$ cat config.mk
export PLATFORM = sky130hd
export DESIGN_NAME = serial_char_tx
export DESIGN_NICKNAME = d
export VERILOG_FILES = /design/src/rtl/serial_tx_pkg.sv /design/src/rtl/stx_parity_gen.sv /design/src/rtl/stx_bit_timer.sv /design/src/rtl/stx_frame_ctrl.sv /design/src/rtl/serial_char_tx.sv
export SDC_FILE = /design/constraint.sdc
export NUM_CORES = 1
export LEC_CHECK = 0
export CORE_MARGIN = 4
export CORE_UTILIZATION = 50
export CTS_CLUSTER_DIAMETER = 200
export DETAILED_ROUTE_END_ITERATION = 6
export DONT_BUFFER_PORTS = 1
export PLACE_DENSITY = 0.61
export SLEW_MARGIN = 10
export SYNTH_ARGS = -nofsm -noshare
export SYNTH_HDL_FRONTEND = slang
export SYNTH_SLANG_ARGS = --single-unit
$ cat constraint.sdc
create_clock -name clk -period 2 [get_ports clk]
set_clock_uncertainty 0.15 [all_clocks]
set_input_delay 0.5 -clock clk [delete_from_list [all_inputs] [get_ports clk]]
set_output_delay 0.5 -clock clk [all_outputs]
set_load 0.02 [all_outputs]
$ cat src/rtl/serial_tx_pkg.sv
// Shared definitions for the serial character transmitter.
// Assumes the minimum character length is 5 bits and a 2-bit length code.
package serial_tx_pkg;

    localparam int MIN_CHAR_BITS = 5;

    // Frame phases in transmission order.
    typedef enum logic [2:0] {
        PH_IDLE   = 3'd0,
        PH_START  = 3'd1,
        PH_DATA   = 3'd2,
        PH_PARITY = 3'd3,
        PH_STOP   = 3'd4
    } tx_phase_e;

    // Stop length codes.
    localparam logic [1:0] STOP_ONE      = 2'd0;
    localparam logic [1:0] STOP_ONE_HALF = 2'd1;

    // Number of ticks in the stop period for a given code and oversampling rate.
    function automatic int stop_ticks(input logic [1:0] code, input int os);
        if (code == STOP_ONE)           return os;
        else if (code == STOP_ONE_HALF) return os + os / 2;
        else                            return 2 * os;
    endfunction

endpackage

$ cat src/rtl/stx_parity_gen.sv
// Parity generator: computes the parity bit over only the data bits selected
// by the length code. Assumes DATA_W >= MIN_CHAR_BITS + 3. Purely combinational.
module stx_parity_gen
    import serial_tx_pkg::*;
#(
    parameter int DATA_W = 8
) (
    input  logic [DATA_W-1:0] data,
    input  logic [1:0]        len_code,
    input  logic              odd,
    output logic              par_bit
);
    localparam int LW = $clog2(DATA_W + 1);

    logic [DATA_W-1:0] mask;
    logic [LW-1:0]     nbits;

    assign nbits = LW'(MIN_CHAR_BITS) + LW'(len_code);

    // One mask bit per data position, set when the position is in use.
    for (genvar g = 0; g < DATA_W; g++) begin : g_mask
        assign mask[g] = (LW'(g) < nbits);
    end

    // Even parity is the XOR of the used bits; odd parity inverts it.
    assign par_bit = (^(data & mask)) ^ odd;

endmodule

$ cat src/rtl/stx_bit_timer.sv
// Bit timer: counts oversampling ticks within the current bit period and
// flags the tick that ends it. Assumes limit is stable during a period and
// clear is held while idle.
module stx_bit_timer #(
    parameter int CNT_W = 5
) (
    input  logic             clk,
    input  logic             rst_n,
    input  logic             clear,
    input  logic             tick,
    input  logic [CNT_W-1:0] limit,
    output logic             bit_end
);
    logic [CNT_W-1:0] cnt;

    assign bit_end = tick && !clear && (cnt == limit);

    // Advances on each tick and wraps at the end of a bit period.
    always_ff @(posedge clk) begin
        if (!rst_n || clear) begin
            cnt <= '0;
        end else if (tick) begin
            cnt <= bit_end ? '0 : cnt + CNT_W'(1);
        end
    end

endmodule

$ cat src/rtl/stx_frame_ctrl.sv
// Frame controller: accepts a character when idle, latches data and settings,
// and steps through start, data, parity and stop phases on bit_end pulses.
// Drives the registered line output. Assumes bit_end comes from a timer that
// is cleared while idle.
module stx_frame_ctrl
    import serial_tx_pkg::*;
#(
    parameter int DATA_W     = 8,
    parameter int OVERSAMPLE = 16,
    parameter int CNT_W      = 5
) (
    input  logic              clk,
    input  logic              rst_n,
    input  logic              in_valid,
    input  logic [DATA_W-1:0] in_data,
    input  logic [1:0]        cfg_len,
    input  logic              cfg_par_en,
    input  logic [1:0]        cfg_stop,
    input  logic              par_in,
    input  logic              bit_end,
    output logic              in_ready,
    output logic              tx_line,
    output logic              timer_clear,
    output logic [CNT_W-1:0]  tick_limit
);
    localparam int LEFT_W = (DATA_W > 1) ? $clog2(DATA_W) : 1;
    localparam logic [CNT_W-1:0] BIT_LIMIT = CNT_W'(OVERSAMPLE - 1);

    tx_phase_e         phase;
    logic [DATA_W-1:0] shreg;
    logic [LEFT_W-1:0] bits_left;
    logic              par_en_q;
    logic              par_q;
    logic [1:0]        stop_q;
    logic              line_q;
    logic              accept;

    assign in_ready    = (phase == PH_IDLE);
    assign accept      = in_valid && in_ready;
    assign tx_line     = line_q;
    assign timer_clear = (phase == PH_IDLE);

    // Selects the length of the current bit period in ticks, minus one.
    always_comb begin
        if (phase == PH_STOP) tick_limit = CNT_W'(stop_ticks(stop_q, OVERSAMPLE) - 1);
        else                  tick_limit = BIT_LIMIT;
    end

    // Phase sequencing, shifting and line drive.
    always_ff @(posedge clk) begin
        if (!rst_n) begin
            phase     <= PH_IDLE;
            shreg     <= '0;
            bits_left <= '0;
            par_en_q  <= 1'b0;
            par_q     <= 1'b0;
            stop_q    <= STOP_ONE;
            line_q    <= 1'b1;
        end else begin
            unique case (phase)
                PH_IDLE: begin
                    if (accept) begin
                        phase     <= PH_START;
                        shreg     <= in_data;
                        bits_left <= LEFT_W'(MIN_CHAR_BITS - 1) + LEFT_W'(cfg_len);
                        par_en_q  <= cfg_par_en;
                        par_q     <= par_in;
                        stop_q    <= cfg_stop;
                        line_q    <= 1'b0;
                    end
                end
                PH_START: begin
                    if (bit_end) begin
                        phase  <= PH_DATA;
                        line_q <= shreg[0];
                    end
                end
                PH_DATA: begin
                    if (bit_end) begin
                        if (bits_left == '0) begin
                            phase  <= par_en_q ? PH_PARITY : PH_STOP;
                            line_q <= par_en_q ? par_q : 1'b1;
                        end else begin
                            shreg     <= shreg >> 1;
                            line_q    <= shreg[1];
                            bits_left <= bits_left - LEFT_W'(1);
                        end
                    end
                end
                PH_PARITY: begin
                    if (bit_end) begin
                        phase  <= PH_STOP;
                        line_q <= 1'b1;
                    end
                end
                PH_STOP: begin
                    if (bit_end) begin
                        phase <= PH_IDLE;
                    end
                end
                default: begin
                    phase  <= PH_IDLE;
                    line_q <= 1'b1;
                end
            endcase
        end
    end

endmodule

$ cat src/rtl/serial_char_tx.sv
// Top of the asynchronous character transmitter. Connects the parity
// generator, the tick-driven bit timer and the frame controller.
// Assumes tick_16x is a one-cycle pulse at OVERSAMPLE times the bit rate.
module serial_char_tx
    import serial_tx_pkg::*;
#(
    parameter int DATA_W     = 8,
    parameter int OVERSAMPLE = 16
) (
    input  logic              clk,
    input  logic              rst_n,
    input  logic              tick_16x,
    input  logic              in_valid,
    output logic              in_ready,
    input  logic [DATA_W-1:0] in_data,
    input  logic [1:0]        cfg_len,
    input  logic              cfg_par_en,
    input  logic              cfg_par_odd,
    input  logic [1:0]        cfg_stop,
    output logic              tx_line
);
    localparam int CNT_W = $clog2(2 * OVERSAMPLE);

    logic             par_bit;
    logic             bit_end;
    logic             timer_clear;
    logic [CNT_W-1:0] tick_limit;

    stx_parity_gen #(.DATA_W(DATA_W)) u_par (
        .data     (in_data),
        .len_code (cfg_len),
        .odd      (cfg_par_odd),
        .par_bit  (par_bit)
    );

    stx_bit_timer #(.CNT_W(CNT_W)) u_timer (
        .clk     (clk),
        .rst_n   (rst_n),
        .clear   (timer_clear),
        .tick    (tick_16x),
        .limit   (tick_limit),
        .bit_end (bit_end)
    );

    stx_frame_ctrl #(
        .DATA_W     (DATA_W),
        .OVERSAMPLE (OVERSAMPLE),
        .CNT_W      (CNT_W)
    ) u_ctrl (
        .clk         (clk),
        .rst_n       (rst_n),
        .in_valid    (in_valid),
        .in_data     (in_data),
        .cfg_len     (cfg_len),
        .cfg_par_en  (cfg_par_en),
        .cfg_stop    (cfg_stop),
        .par_in      (par_bit),
        .bit_end     (bit_end),
        .in_ready    (in_ready),
        .tx_line     (tx_line),
        .timer_clear (timer_clear),
        .tick_limit  (tick_limit)
    );

endmodule

==> results of run 1 <==
==> logic make-up (layout without fill, tap and decap cells) <==
logic type,count (synthesis),in the layout,synth area share
AO/OA/AOI/OAI,34,34,0.2021
XOR/XNOR,11,11,0.06649
adder cells (fa/ha/maj),3,3,0.02591
buffers and inverters,15,17,0.06649
flip-flops,24,24,0.3316
multiplexers,12,12,0.08290
AND/OR/NAND/NOR,56,56,0.2245
==> routing by layer <==
metal | vias to the layer above | routed length, um | track usage
li1 | 538 | - | -
met1 | 492 | 1216 | 0.1970
met2 | 17 | 1405 | 0.2915
met3 | 2 | 139 | 0.02893
met4 | 0 | 23 | 0.05455
met5 | - | 0 | 0
==> layout make-up <==
class | count | area, sq um | share of cell area
clock buffers | 4 | 36.28 | 0.02383
inverters | 6 | 22.52 | 0.01479
multi-input cells | 116 | 879.6 | 0.5777
flip-flops and latches | 24 | 480.5 | 0.3155
well taps | 31 | 38.79 | 0.02547
repair buffers | 7 | 65.06 | 0.04273
==> power by group <==
part | switching [mW] | internal, mW
clock | 0.147 | 0.111
sequential | 0.0218 | 0.505
combinational | 0.0756 | 0.0813
total | 0.245 | 0.697
==> cell usage after synthesis, types with 2 or more instances <==
cell and count:
dfxtp_1 24, nor3b_2 2, o21ai_0 4, nor2_1 11, o211a_1 8, or2_1 2, buf_2 2, nand2b_1 5
nand4_1 3, o21bai_1 3, mux2i_1 12, ha_1 3, nor2b_1 7, and2_1 2, nand2_1 12, nor3_1 2
a21oi_1 8, inv_1 6, xnor2_1 10, buf_6 4, nor2_4 2
==> worst max-delay path by stage <==
stage | endpoint | slack, ps | cells after the start
global route | u_ctrl.shreg[6] | 3 | 7
detailed placement | u_ctrl.shreg[7] | 50 | 7
floorplan | u_ctrl.shreg[0] | 230 | 9
global placement | u_ctrl.shreg[7] | 110 | 8
finish | u_ctrl.shreg[6] | 90 | 7
CTS | in_ready | 10 | 3
==> worst register-to-register path: stages, from the launching register on <==
cell and delay, ps:
dfxtp_1 350, inv_1 100, ha_1 170, nor2b_1 290, nor3_2 80, o211a_2 310
buf_12 160, o211a_1 200
==> layout by cell type (no fill, tap or decap), types with 2 or more instances in the layout <==
| cell type | netlist | routed |
|---|---|---|
| dfxtp_1 | 24 | 24 |
| mux2i_1 | 12 | 12 |
| nand2_1 | 12 | 12 |
| nor2_1 | 11 | 11 |
| xnor2_1 | 10 | 10 |
| a21oi_1 | 8 | 8 |
| nor2b_1 | 7 | 7 |
| o211a_1 | 8 | 7 |
| inv_1 | 6 | 6 |
| buf_4 | 1 | 6 |
| nand2b_1 | 5 | 5 |
| o21ai_0 | 4 | 4 |
| o21bai_1 | 3 | 3 |
| nand4_1 | 3 | 3 |
| ha_1 | 3 | 3 |
| clkbuf_4 | 1 | 3 |
| nor2_4 | 2 | 2 |
| nor3b_2 | 2 | 2 |
| and2_1 | 2 | 2 |
==> state kept, by name, indices dropped and copies added, names as in the netlist <==
signal	cells
u_timer.cnt	5
u_ctrl.shreg	8
u_ctrl.stop_q	2
u_ctrl.tx_line	1
u_ctrl.bits_left	3
u_ctrl.phase	3
u_ctrl.par_en_q	1
u_ctrl.par_q	1
==> through the flow <==
step | setup slack [ps] | instance area (sq um)
after floorplan | 227.7 | 1449
after global placement | 110.2 | 1479
after detailed placement | 46.31 | 1479
after CTS | 10.80 | 1515
after global routing | 3.414 | 1523
final | 88.04 | 1523
==> repair_timing <==
| action | 4_1_cts | 5_1_grt |
|---|---|---|
| resized for setup | 0 | 3 |
| endpoints found under the setup margin | 0 | 12 |
| hold endpoints to repair | 0 | 0 |
==> results.md, run 1 <==
- Status: finished clean
- TritonCTS clock tree: yes
- Grt ovf: 0
- Core box area: 2758 sq um
- Cts bufs inserted: 3
- CP max stage delay: around 350 ps
- RR Startpoint: u_ctrl.bits_left[0]
- Post-synth top flop: dfxtp_1
- Worst setup path start: u_ctrl.bits_left[0]
- Hold WS: 149.0 ps
- Clk buf depth: 2
- Max cap viols: 0
- Max-slew violations: 0
- Post-synth ARST share: 0
- Sequential area share after synthesis: 0.3316
- Fin crit period: 1912 ps
- Kind of critical path: reg -> reg
- R2r worst-path depth: 7
- Final Wtd Congestion: 0.8132
- TNS Setup: 0 ps
- Antenna violations before repair: 0
- Hold path startpoint: rst_n
- Synthesized Nets: 176
- Fin util: 0.5522
- Layout area overhead: 5.095%
- Top Ports: 20
- Crit Path Max Fanout: 15
- DR pass1 iterations: 4
- DR iter-0 viols: 24
- Initial core utilization: 0.5254
- Worst-Margin Slew: ~440 ps
- WL per Instance: 14.80 um
- Placed cells: ~180
- Post-Layout Cell Count: 188
- Crit-path cells: inv_1 > ha_1 > nor2b_1 > nor3_2 > o211a_2 > buf_12 > o211a_1
- Hold Path Depth: 1
- Final HPWL DP: between 2000 and 2500 um
- CP required: 2070 ps
- HP Class: in -> reg
- First-pass GRT wire length: 4705 um
- Slew HR: 0.7089
- EDFF count, synth: 0
- Vias per cell: 5.580
- Die W: approximately 60 um
- RSZ-0062 raised after global routing: false
- Worst vdd ir: 448.0 uV
- Vias in the first global route: 1,053
- Leakage power: 0.5901 nW
- Post-synth top area share: 0.3316
- Endpoint, Worst Hold: u_ctrl.shreg[0]
- Final period util: 0.9560
- Hold Fails Final Rpt: 0
- Synthesized instance count: about 160
- Ant. Diodes: 0
- Count of final setup violators: 0
- Setup crit end kind: register
- Fill count: 261
- Total Nets Final: 179
- CP delay by family, top: compound AO/OA/AOI/OAI gates
- Die height: 61.83 um
- Netlist cell types: 44
- Area of the die: 3823 sq um
- CP bufs+invs: 2
- Max Freq: 0.5230 GHz
- Postcts setup bufs: 0
- Clk sink count: 24
- Power Dens Cells: 618.6 nW/um^2
- Antenna Nets Post-Route: 0
- # DRC: 0
- Cell Area, Synth: 1449 sq um
- Clk_lat worst skew: 310 ps
- RR Endpoint: u_ctrl.shreg[6]
- Critical Path Source Type: register
- H-tree depth: 1
- Crit path arrival time: 1980 ps
- Number of synthesized register bits: 24
- Largest net degree at the start of global routing: 20
- Post-Route WL: 2783 um
- CTS root buffer: clkbuf_4
- Area leader, netlist: dfxtp_1
- Highest-delay cell along the critical path: dfxtp_1
- Via count: 1,049
- IO buf count: 0
- Fraction of layout cells with a size suffix above 1: 0.1592
- Total GRT Usage: 0.1634
- Avg Cell Area, Syn: 9.348 sq um
- Worst reg-to-reg setup slack: 90 ps
- Site row count: 19
- Total power draw: 941.9 uW
- Synth warnings: 0
- # hold bufs at CTS: 0
- Top cells by area, synth: dfxtp_1, mux2i_1, xnor2_1
- CTS clock-pin slew for the worst setup and hold paths: 140 ps
Note: power is estimated with default switching activity, not from simulation.
==> inputs of run 2 (changes only) <==
CORE_MARGIN = 5   (was 4)
clock period = 2.2 ns   (was 2 ns; I/O delays follow)
==> results.md, run 2 (synthesized netlist as in run 1, its figures left out) <==
- Core box area: 2758 sq um (unchanged)
- Most frequent cells in the layout: dfxtp_1, mux2i_1, nand2_1, nor2_1, xnor2_1
- Final HPWL DP: 2030 um (-3.4%)
- Fin util: 0.5372 (-0.01497)
- WL per Instance: 14.21 um (-4.0%)
- Hold WS: 207.3 ps (+58.31 ps)
- Register Area: 480.5 sq um (unchanged)
- Layout area overhead: 2.245%
- Clock share of power: 0.235 (-0.039)
- DR iter-0 viols: 34 (+42%)
- Total power draw: 804.7 uW (-15%)
- RSZ-0062 raised after global routing: false
- Grt ovf: 0 (unchanged)
- Clk buf depth: 2 (unchanged)
- Endpoint, Worst Hold: u_ctrl.shreg[3]
- Crit path arrival time: 1310 ps (-670 ps)
- Crit Path Max Fanout: 5 (-10)
- Logic pwr share: 0.172 (+0.005)
- HP Class: in -> reg
- RR Startpoint: u_timer.cnt[0]
- Vias per cell: 5.651 (+1.3%)
- IO buf count: 0 (unchanged)
- Count of final setup violators: 0 (unchanged)
- Leakage power: 0.5823 nW (-1.3%)
- Slew HR: 0.7184 (+0.009486)
- Post-Layout Cell Count: 186 (-1.1%)
- Max cap viols: 0 (unchanged)
- Fraction of layout cells with a size suffix above 1: 0.1290 (-0.03020)
- Largest regs: u_ctrl.shreg x8, u_timer.cnt x5
- Status: finished clean
- Clk_lat worst skew: 310 ps (about the same)
- CP required: 1500 ps (-570 ps)
- Switching Fraction: 0.2644 (+0.004685)
- Hold path startpoint: rst_n
- Kind of critical path: reg -> out
- DR pass1 iterations: 4 (unchanged)
- R2r worst-path depth: 7 (unchanged)
- Worst vdd ir: 308.1 uV (-31%)
- Critical Path Source Type: register
- Cts repair resizes: 0 (unchanged)
- # hold bufs at CTS: 0 (unchanged)
- Fin crit period: 2010 ps
- Hold Fails Final Rpt: 0 (unchanged)
- Worst-Margin Slew: 416.9 ps (-19.21 ps)
- Commonest non-fill, non-tap cell in the layout: dfxtp_1
- Vias in the first global route: 1,107 (+5.1%)
- Antenna Nets Post-Route: 0 (unchanged)
- Area of the die: 4074 sq um (+6.6%)
- Total Nets Final: 178 (-0.56%)
- Multi-input gate area: 872.1 sq um (-0.85%)
- Post-Route WL: 2643 um (-5.0%)
- Total GRT Usage: 0.1427 (-0.02070)
- Largest net degree at the start of global routing: 20 (unchanged)
- Initial core utilization: 0.5254 (unchanged)
- Antenna violations before repair: 0 (unchanged)
- Die height: 63.83 um (+3.2%)
- Placed cells: 183 (-0.54%)
- TNS Setup: 0 ps (unchanged)
- Clk sink count: 24 (unchanged)
- Fill count: 275 (+5.4%)
- Setup crit end kind: primary output
- Cts bufs inserted: 3 (unchanged)
- Max Freq: 0.4976 GHz
- Switching power: 212.7 uW (-13%)
- TritonCTS clock tree: yes
- H-tree depth: 1 (unchanged)
- Final period util: 0.9134
- Hold Path Depth: 1 (unchanged)
- # DRC: 0 (unchanged)
- CTS clock-pin slew for the worst setup and hold paths: 130 ps (about the same)
- Internal Power: 592.0 uW (-15%)
- Worst reg-to-reg setup slack: 250 ps (+160 ps)
- Via count: 1,051 (+0.19%)
- RR Endpoint: u_ctrl.bits_left[2]
- Ant. Diodes: 0 (unchanged)
- Share of power burned in registers: 0.593 (+0.034)
- Final Wtd Congestion: 0.7390 (-9.1%)
- Top Ports: 20 (unchanged)
- Site row count: 19 (unchanged)
- CTS root buffer: clkbuf_4
- First-pass GRT wire length: 4795 um (+1.9%)
- Die W: 63.83 um (+3.2%)
- Power Dens Cells: 543.2 nW/um^2 (-12%)
- Max-slew violations: 0 (unchanged)
- Largest reg by FF count: u_ctrl.shreg
- Postcts setup bufs: 0 (unchanged)
- Max reg flops: 8 (unchanged)
==> run 2: worst max-delay path by stage <==
stage          slack (ps)             endpoint  depth (start not counted)                start
6_report              190             in_ready                          3      u_ctrl.phase[1]
3_3_place_gp          320  u_ctrl.bits_left[2]                          8  u_ctrl.bits_left[0]
2_1_floorplan         430      u_ctrl.shreg[0]                          9      u_ctrl.phase[0]
5_1_grt                80  u_ctrl.bits_left[2]                          8  u_ctrl.bits_left[0]
3_5_place_dp          260  u_ctrl.bits_left[2]                          7       u_timer.cnt[0]
4_1_cts               190             in_ready                          3      u_ctrl.phase[1]
==> run 2: worst max-delay path, stage by stage, from the launching register on <==
cell	delay [ps]
dfxtp_1	380
or2_1	340
nor2_4	140
buf_4	150
==> run 2: power groups by stage <==
stage	Clock [mW]	Sequential (mW)	Combinational, mW
6_report	0.189	0.477	0.138
5_1_grt	0.219	0.481	0.155
4_1_cts	0.198	0.478	0.141
3_5_place_dp	0	0.487	0.140
3_3_place_gp	0	0.486	0.138
2_1_floorplan	0	0.483	0.129
==> run 2: layout make-up <==
cell class                      count  share of cell area
Sequential cell                    24              0.3243
Clock buffer                        3             0.01520
Multi-Input combinational cell    116              0.5887
Inverter                            6             0.01520
Timing Repair Buffer                6             0.03041
Tap cell                           31             0.02618
==> run 2: through the flow <==
step	area (sq um)	setup WS, ps
after floorplan	1449	427.7
after CTS	1481	185.0
after global routing	1481	81.18
final	1481	190.5
after detailed placement	1459	263.9
after global placement	1459	321.0
==> run 2: per-layer routing <==
metal	global-route usage	routed length [um]	vias up
met5	0	0	-
met4	0.04935	20	0
met3	0.04729	162	2
met2	0.2500	1297	20
met1	0.1603	1162	490
li1	-	-	539
==> inputs of run 3 (changes only) <==
CORE_UTILIZATION = 57   (was 50)
PLACE_DENSITY = 0.68   (was 0.61)
==> results.md, run 3 (synthesized netlist as in run 1, its figures left out) <==
- Final period util: 0.9104 (-0.003040)
- CTS root buffer: clkbuf_4
- DR iter-0 viols: 24 (-29%)
- Post-Route WL: 2610 um (-1.2%)
- Status: finished clean
- Top Ports: 20 (unchanged)
- Die height: 60.42 um (-5.4%)
- Total GRT Usage: 0.1615 (+0.01877)
- TNS Setup: 0 ps (unchanged)
- Power Dens Cells: 542.9 nW/um^2 (about the same)
- TritonCTS clock tree: yes
- Cts bufs inserted: 3 (unchanged)
- Max-slew violations: 0 (unchanged)
- Clk buf depth: 2 (unchanged)
- Initial core utilization: 0.5902 (+0.06481)
- Largest regs: u_ctrl.shreg x8, u_timer.cnt x5
- Antenna Nets Post-Route: 0 (unchanged)
- Max cap viols: 0 (unchanged)
- Max reg flops: 8 (unchanged)
- Worst-Margin Slew: 480.9 ps (+63.95 ps)
- Final HPWL DP: 1983 um (-2.3%)
- DR pass1 iterations: 4 (unchanged)
- Fraction of layout cells with a size suffix above 1: 0.1355 (+0.006452)
- CP bufs+invs: 1 (unchanged)
- RSZ-0062 raised after global routing: false
- Crit path arrival time: 2070 ps (+760 ps)
- Vias in the first global route: 1,051 (-5.1%)
- Slew HR: 0.6791 (-0.03934)
- HP Class: in -> reg
- Layout area overhead: 2.159% (about the same)
- Ant. Diodes: 0 (unchanged)
- WL per Instance: 14.11 um (-0.71%)
- CP max stage delay: 400 ps (+20 ps)
- Vias per cell: 5.811 (+2.8%)
- Highest-delay cell along the critical path: dfxtp_1
- Kind of critical path: reg -> reg
- Hold Fails Final Rpt: 0 (unchanged)
- Via count: 1,075 (+2.3%)
- Max Freq: 0.4993 GHz (+0.33%)
- # hold bufs at CTS: 0 (unchanged)
- Setup crit end kind: register
- Grt ovf: 0 (unchanged)
- Postcts setup bufs: 0 (unchanged)
- Area of the die: 3650 sq um (-10%)
- Worst vdd ir: 524.5 uV (+70%)
- Commonest non-fill, non-tap cell in the layout: dfxtp_1
- Clk sink count: 24 (unchanged)
- Place WS: 203.1 ps (-60.88 ps)
- Largest reg by FF count: u_ctrl.shreg
- CTS clock-pin slew for the worst setup and hold paths: 120 ps (about the same)
- Site row count: 18 (-1)
- IO buf count: 0 (unchanged)
- Crit-path cells: ha_1 > nand3_2 > nor3_1 > o211a_2 > buf_4 > nand2_1 > o211a_1
- Antenna violations before repair: 0 (unchanged)
- Core box area: 2455 sq um (-11%)
- First-pass GRT wire length: 4485 um (-6.5%)
- Die W: 60.42 um (-5.4%)
- Clk_lat worst skew: 310 ps (about the same)
- Fin crit period: 2003 ps (-6.687 ps)
- Leakage power: 0.5747 nW (-1.3%)
- Most frequent cells in the layout: dfxtp_1, mux2i_1, nand2_1, nor2_1, xnor2_1
- Count of final setup violators: 0 (unchanged)
- H-tree depth: 1 (unchanged)
- Largest net degree at the start of global routing: 20 (unchanged)
- Final setup margin: 197.2 ps (+6.687 ps)
- Total Nets Final: 178 (unchanged)
- Crit Path Max Fanout: 12 (+7)
- Critical Path Source Type: register
- CP delay by family, top: simple AND/OR/NAND/NOR gates
- # DRC: 0 (unchanged)
- Final Wtd Congestion: 0.7888 (+6.7%)
- CP required: 2270 ps (+770 ps)
## run 3: final cells by class
cell class	count	area (sq um)
fillers	227	974.7
multi-input cells	116	872.1
flip-flops and latches	24	480.5
repair buffers	6	45.04
well taps	30	37.54
clock buffers	3	22.52
inverters	6	22.52
## run 3: report_power, final
part / leakage [nW] / switching (mW) / total (mW) / internal [mW]
Combinational: 0.364 / 0.0693 / 0.139 / 0.0695
Sequential: 0.197 / 0.0185 / 0.477 / 0.459
Clock: 0.0138 / 0.123 / 0.187 / 0.0640
Total: 0.575 / 0.211 / 0.804 / 0.592
## run 3: repair_timing
action,4_1_cts,5_1_grt
setup endpoints to repair,0,3
hold endpoints to repair,0,0
resized for setup,0,1
## run 3: routing by layer
metal	share of wire	track usage	routed length, um
met2	0.47	0.2762	1230
met3	0.056	0.04043	145
met4	0.012	0.04644	31
met1	0.46	0.2018	1203
met5	0	0	0
## run 3: worst reg2reg max path: cells and delay by family, from the launching register on
kind,cells,cell delay (ps)
AO/OA/AOI/OAI,2,440
adder cells (fa/ha/maj),1,200
buffers and inverters,1,220
flip-flops,1,400
AND/OR/NAND/NOR,3,510
## run 3: stage by stage
| stage | hold slack [ps] | instance area, sq um | std cells | power (mW) | utilization |
|---|---|---|---|---|---|
| after floorplan | 321.6 | 1449 | 155 | 0.6117 | - |
| after global placement | 330.8 | 1458 | 182 | 0.6218 | 0.5938 |
| after detailed placement | 339.4 | 1458 | 182 | 0.6259 | 0.5938 |
| after CTS | 193.7 | 1480 | 185 | 0.8119 | 0.6030 |
| after global routing | 179.0 | 1480 | 185 | 0.8512 | 0.6030 |
| final | 206.8 | 1480 | 185 | 0.8036 | 0.6030 |
## run 3: worst paths after layout
check / from / to / slack [ps] / depth (start not counted)
worst max register to register: u_timer.cnt[0] / u_ctrl.shreg[2] / 200 / 7
worst max-delay path: u_timer.cnt[0] / u_ctrl.shreg[2] / 200 / 7
worst min-delay path: rst_n / u_ctrl.shreg[6] / 210 / 1
worst min register to register: u_ctrl.shreg[5] / u_ctrl.shreg[5] / 360 / 1
